<file path="config.mk">
export PLATFORM = sky130hd
export DESIGN_NAME = uart_irq_ident
export DESIGN_NICKNAME = d
export VERILOG_FILES = /design/src/rtl/uirq_pkg.sv /design/src/rtl/uirq_flag.sv /design/src/rtl/uirq_timeout.sv /design/src/rtl/uirq_prio.sv /design/src/rtl/uart_irq_ident.sv
export SDC_FILE = /design/constraint.sdc
export NUM_CORES = 1
export LEC_CHECK = 0
export BUFFER_PORTS_ARGS = -buffer_cell sky130_fd_sc_hd__buf_2
export CORE_MARGIN = 3
export CORE_UTILIZATION = 25
export DETAILED_ROUTE_END_ITERATION = 10
export GPL_TIMING_DRIVEN = 0
export PLACE_DENSITY = 0.61
export SETUP_SLACK_MARGIN = 0.5
export SYNTH_ARGS = -nofsm -noshare
export SYNTH_HDL_FRONTEND = slang
export SYNTH_SLANG_ARGS = --single-unit
</file>
<file path="constraint.sdc">
create_clock -name clk -period 4.8 [get_ports clk]
set_input_delay 0.96 -clock clk [delete_from_list [all_inputs] [get_ports clk]]
set_output_delay 0.96 -clock clk [all_outputs]
set_load 0.05 [all_outputs]
</file>
<file path="src/rtl/uirq_pkg.sv">
package uirq_pkg;

    typedef enum logic [3:0] {
        ID_MODEM = 4'h0,
        ID_NONE  = 4'h1,
        ID_TXE   = 4'h2,
        ID_RXD   = 4'h4,
        ID_LINE  = 4'h6,
        ID_BUSY  = 4'h7,
        ID_TOUT  = 4'hC
    } irq_id_e;

    localparam int N_EN     = 5;
    localparam int EN_RX    = 0;
    localparam int EN_TX    = 1;
    localparam int EN_LINE  = 2;
    localparam int EN_MODEM = 3;
    localparam int EN_BUSY  = 4;

    localparam int N_FLAG   = 4;
    localparam int FL_LINE  = 0;
    localparam int FL_TX    = 1;
    localparam int FL_MODEM = 2;
    localparam int FL_BUSY  = 3;

    typedef struct packed {
        logic line;
        logic rxd;
        logic tout;
        logic txe;
        logic modem;
        logic busy;
    } src_t;

    function automatic irq_id_e pick_id(src_t s, logic [N_EN-1:0] en);
        if (s.line && en[EN_LINE])        return ID_LINE;
        else if (s.rxd && en[EN_RX])      return ID_RXD;
        else if (s.tout && en[EN_RX])     return ID_TOUT;
        else if (s.txe && en[EN_TX])      return ID_TXE;
        else if (s.modem && en[EN_MODEM]) return ID_MODEM;
        else if (s.busy && en[EN_BUSY])   return ID_BUSY;
        else                              return ID_NONE;
    endfunction

endpackage

</file>
<file path="src/rtl/uirq_flag.sv">
module uirq_flag (
    input  logic clk,
    input  logic rst,
    input  logic set,
    input  logic clr,
    output logic q
);
    // a set on the same edge as a clear keeps the flag up
    always_ff @(posedge clk) begin
        if (rst)      q <= 1'b0;
        else if (set) q <= 1'b1;
        else if (clr) q <= 1'b0;
    end
endmodule

</file>
<file path="src/rtl/uirq_timeout.sv">
module uirq_timeout #(
    parameter int LIMIT = 64
) (
    input  logic clk,
    input  logic rst,
    input  logic armed,
    input  logic activity,
    input  logic clr,
    output logic pend
);
    localparam int CW = $clog2(LIMIT + 1);

    logic [CW-1:0] cnt;
    logic          counting;
    logic          hit;

    assign counting = armed && !activity;
    assign hit      = counting && (cnt == CW'(LIMIT - 1));

    always_ff @(posedge clk) begin
        if (rst) begin
            cnt  <= '0;
            pend <= 1'b0;
        end else begin
            if (!counting)
                cnt <= '0;
            else if (cnt != CW'(LIMIT))
                cnt <= cnt + 1'b1;
            if (hit)      pend <= 1'b1;
            else if (clr) pend <= 1'b0;
        end
    end
endmodule

</file>
<file path="src/rtl/uirq_prio.sv">
module uirq_prio
    import uirq_pkg::*;
(
    input  src_t            src,
    input  logic [N_EN-1:0] en,
    output irq_id_e         id
);
    always_comb id = pick_id(src, en);
endmodule

</file>
<file path="src/rtl/uart_irq_ident.sv">
module uart_irq_ident
    import uirq_pkg::*;
#(
    parameter int LVL_W    = 5,
    parameter int CHAR_CYC = 16,
    parameter int TO_CHARS = 4
) (
    input  logic             clk,
    input  logic             rst,
    input  logic             fifo_en,
    input  logic             prog_thr_en,
    input  logic [4:0]       irq_en,
    input  logic             err_overrun,
    input  logic             err_parity,
    input  logic             err_framing,
    input  logic             err_break,
    input  logic [LVL_W-1:0] rx_level,
    input  logic [LVL_W-1:0] rx_trig,
    input  logic             rx_push,
    input  logic             rx_pop,
    input  logic             thr_empty,
    input  logic [LVL_W-1:0] tx_level,
    input  logic [LVL_W-1:0] tx_thresh,
    input  logic [3:0]       modem_lines,
    input  logic             lcr_write,
    input  logic             busy,
    input  logic             rd_lsr,
    input  logic             rd_rbr,
    input  logic             rd_iir,
    input  logic             rd_msr,
    input  logic             rd_usr,
    input  logic             wr_thr,
    output logic [3:0]       irq_id,
    output logic             irq
);
    localparam int TO_LIMIT = CHAR_CYC * TO_CHARS;

    logic              tx_cond, tx_cond_q;
    logic [3:0]        lines_q;
    logic [N_FLAG-1:0] fl_set, fl_clr, fl_q;
    logic              rx_avail, tout_pend;
    src_t              src;
    irq_id_e           cur_id;

    assign tx_cond  = prog_thr_en ? (tx_level <= tx_thresh) : thr_empty;
    assign rx_avail = fifo_en ? (rx_level >= rx_trig) : (rx_level != '0);

    always_ff @(posedge clk) begin
        if (rst) begin
            tx_cond_q <= 1'b0;
            lines_q   <= '0;
        end else begin
            tx_cond_q <= tx_cond;
            lines_q   <= modem_lines;
        end
    end

    always_comb begin
        fl_set[FL_LINE]  = err_overrun | err_parity | err_framing | err_break;
        fl_clr[FL_LINE]  = rd_lsr;
        fl_set[FL_TX]    = tx_cond & ~tx_cond_q;
        fl_clr[FL_TX]    = wr_thr | (rd_iir && cur_id == ID_TXE);
        fl_set[FL_MODEM] = modem_lines != lines_q;
        fl_clr[FL_MODEM] = rd_msr;
        fl_set[FL_BUSY]  = lcr_write & busy;
        fl_clr[FL_BUSY]  = rd_usr;
    end

    for (genvar g = 0; g < N_FLAG; g++) begin : g_flag
        uirq_flag u_flag (
            .clk (clk),
            .rst (rst),
            .set (fl_set[g]),
            .clr (fl_clr[g]),
            .q   (fl_q[g])
        );
    end

    uirq_timeout #(.LIMIT(TO_LIMIT)) u_tout (
        .clk      (clk),
        .rst      (rst),
        .armed    (fifo_en && rx_level != '0),
        .activity (rx_push | rx_pop),
        .clr      (rd_rbr),
        .pend     (tout_pend)
    );

    always_comb begin
        src.line  = fl_q[FL_LINE];
        src.rxd   = rx_avail;
        src.tout  = tout_pend;
        src.txe   = fl_q[FL_TX];
        src.modem = fl_q[FL_MODEM];
        src.busy  = fl_q[FL_BUSY];
    end

    uirq_prio u_prio (
        .src (src),
        .en  (irq_en),
        .id  (cur_id)
    );

    assign irq_id = cur_id;
    assign irq    = cur_id != ID_NONE;
endmodule

</file>
==> impl_metrics.tcl <==
set metrics [dict create \
    route.antenna.remaining_nets 0 \
    post-route-period-util_pct 73.7 \
    worstPathArrival_ps 2580 \
    cts_tree "built" \
    yosys_warnings 0 \
    period_needed_ps 3540 \
    syn-mean-instance-area_um2 8.13 \
    num_vias 1010 \
    rsz0062_at_grt "no" \
    grt_first_pass_wirelength_mm 3.99 \
    wirelength_mm 2.28 \
    ctsResizeCount 0 \
    post_cts_buffers 0 \
    setup_viol 0 \
    route.detailed.drc 0 \
    post_route_cells_drive_above_1_share_pct 32.2 \
    port_buffers 52 \
    htreeDepth 1 \
    final_area_um2 1400 \
    pwr-share-comb_pct 22.9 \
    relSlewSlack_pct 60.5 \
    fmax_mhz 283 \
    holdCritPathClass "register to register" \
    fp.dieH_um 70.3 \
    worst_r2r_endpoint "u_tout.cnt[5]" \
    rows 22 \
    io_pins 53 \
    required_ps 3840 \
    dpl_cell_area_um2 1350 \
    final_common_cell "buf_2" \
    holdWs_ps 420 \
    cts.sink_count 17 \
    syn-num-nets 187 \
    wire_per_inst_um 9.87 \
    nNetsFinal 244 \
    grt_util_all_layers_pct 9.88 \
    crit_type "input port to output port" \
    slew_viol_final 0 \
    synth_area_um2 1030 \
    synth_cells 127 \
    layout_common_cells "52 x buf_2, 17 x dfxtp_1, 15 x inv_1" \
    powerDensity_nw_per_um2 236 \
    switching_share_pct 28.2 \
    tightest_slew_ps 586 \
    die_width_um 70.3 \
    hold_buffers 0 \
    vdd_drop_max_mv 0.135 \
    initial_utilization_pct 27.0 \
    reg2reg_depth 6 \
    pwr-share-seq_pct 45.1 \
    power.leakage_nw 0.681 \
    clockPowerShare_pct 31.9 \
    worstSkewPairLatency_ps 250 \
    core_area_um2 3830 \
    ys_types 29 \
    drt_iter0_markers 26 \
    rr_startpoint "u_tout.cnt[0]" \
    diodes 0 \
    startpoint_type "input port" \
    p_int_mw 0.237 \
    hold_viol_final 0 \
    ctsRootBufferMaster "clkbuf_8" \
    crit_end "irq_id[2]" \
    globalRouteOverflowTotal 0 \
    antenna_found_initial 0 \
    run_status "completed" \
    rrSetupSlack_ps 3410 \
    endpoint_kind "output port" \
    cp-startpoint "rx_level[4]" \
    place_hpwl_mm 2.02 \
    grt_max_degree 11 \
    holdPathStages 1 \
    crit_fanout 4 \
    grt_pass1_vias 969 \
    dp_slack_ps 1240 \
    syn_to_final_growth_pct 35.5 \
    clkTransAtPathRegs_ps 70 \
    switching_power_mw 0.0932 \
    ys_seq_area_share_pct 33.0 \
    dr.pass1.iters 3 \
    tns_ps 0 \
    final.setup.worst_slack_ps 1260 \
    gp_congestion 0.707 \
    ys_ff_latch 17 \
    clock_path_buffers 2 \
    fill_cells 415 \
    clock_skew_ps 1.32 \
    cts-buffers-inserted 3 \
    viasPerCell 4.37 \
    max_cap_viol_count 0 \
    die_area_um2 4940 \
]
==> power groups by stage <==
| stage | clock network [mW] | registers (mW) | logic [mW] |
|---|---|---|---|
| after floorplan | 0 | 0.152 | 0.0451 |
| after global placement | 0 | 0.152 | 0.0760 |
| after detailed placement | 0 | 0.152 | 0.0769 |
| after CTS | 0.111 | 0.149 | 0.0774 |
| after global routing | 0.117 | 0.150 | 0.0857 |
| final | 0.106 | 0.149 | 0.0758 |
==> through the flow <==
stage,util (%),total power [mW],std cells
floorplan,-,0.197,127
detailed placement,35.3,0.229,227
global placement,35.3,0.228,227
CTS,36.6,0.338,231
finish,36.6,0.331,231
global route,36.6,0.352,231
==> critical path, cell delays in order <==
cell	delay [ps]
buf_2	110
ha_1	300
a211o_1	290
a31oi_1	230
o21ai_2	130
or3b_1	350
buf_2	220
==> cell type report <==
class,count,area [µm²],area share (%)
Multi-Input combinational cell,94,632,45.2
Sequential cell,17,340,24.3
Timing Repair Buffer,52,260,18.6
Tap cell,48,60.1,4.29
Inverter,15,56.3,4.03
Clock buffer,3,41.3,2.95
Clock inverter,1,5.00,0.358
Buffer,1,3.75,0.268
==> logic make-up (layout without fill, tap and decap cells) <==
group	after synthesis	after routing	synth area share, %
AO/OA/AOI/OAI	22	22	14.1
XOR/XNOR	9	9	7.64
flip-flops	17	17	33.0
AND/OR/NAND/NOR	51	51	25.0
buffers and inverters	16	72	5.82
adder cells (fa/ha/maj)	12	12	14.5
==> sequential cells by signal, indices dropped and copies added, names as in the netlist <==
name / cells
g_flag.u_flag.q: 4
u_tout.cnt: 7
lines_q: 4
u_tout.pend: 1
tx_cond_q: 1
==> cells in the mapped netlist, drive strengths merged <==
master / instances / area, µm²
a211o: 1 / 8.76
a21oi: 8 / 40.0
a311oi: 1 / 8.76
a31oi: 1 / 6.26
a41oi: 1 / 8.76
and3: 1 / 6.26
clkbuf: 1 / 3.75
dfxtp: 17 / 340
ha: 12 / 150
inv: 15 / 56.3
nand2: 12 / 45.0
nand2b: 2 / 12.5
nand3: 7 / 35.0
nand3b: 1 / 7.51
nand4: 1 / 6.26
nor2: 14 / 52.6
nor2b: 6 / 37.5
nor4: 2 / 12.5
nor4b: 1 / 8.76
o211ai: 1 / 7.51
o21ai: 8 / 43.8
o31ai: 1 / 21.3
or2b: 1 / 7.51
or3: 1 / 6.26
or3b: 1 / 8.76
or4: 1 / 11.3
xnor2: 6 / 52.6
xor2: 3 / 26.3
==> how the worst min path moves through the flow <==
stage | start | to | slack (ps)
floorplan | tx_cond_q | g_flag[1].u_flag.q | 400
global placement | tx_cond_q | g_flag[1].u_flag.q | 410
detailed placement | tx_cond_q | g_flag[1].u_flag.q | 420
CTS | tx_cond_q | g_flag[1].u_flag.q | 430
global route | tx_cond_q | g_flag[1].u_flag.q | 460
finish | tx_cond_q | g_flag[1].u_flag.q | 420
==> per-layer routing <==
metal | part of all wire [%] | vias up | global-route usage, %
met4 | 0.44 | 0 | 1.91
li1 | - | 541 | -
met1 | 45 | 435 | 11.6
met2 | 46 | 32 | 16.8
met3 | 8.0 | 2 | 4.03
met5 | 0 | - | 0
Power figures use the tool's default switching activity.
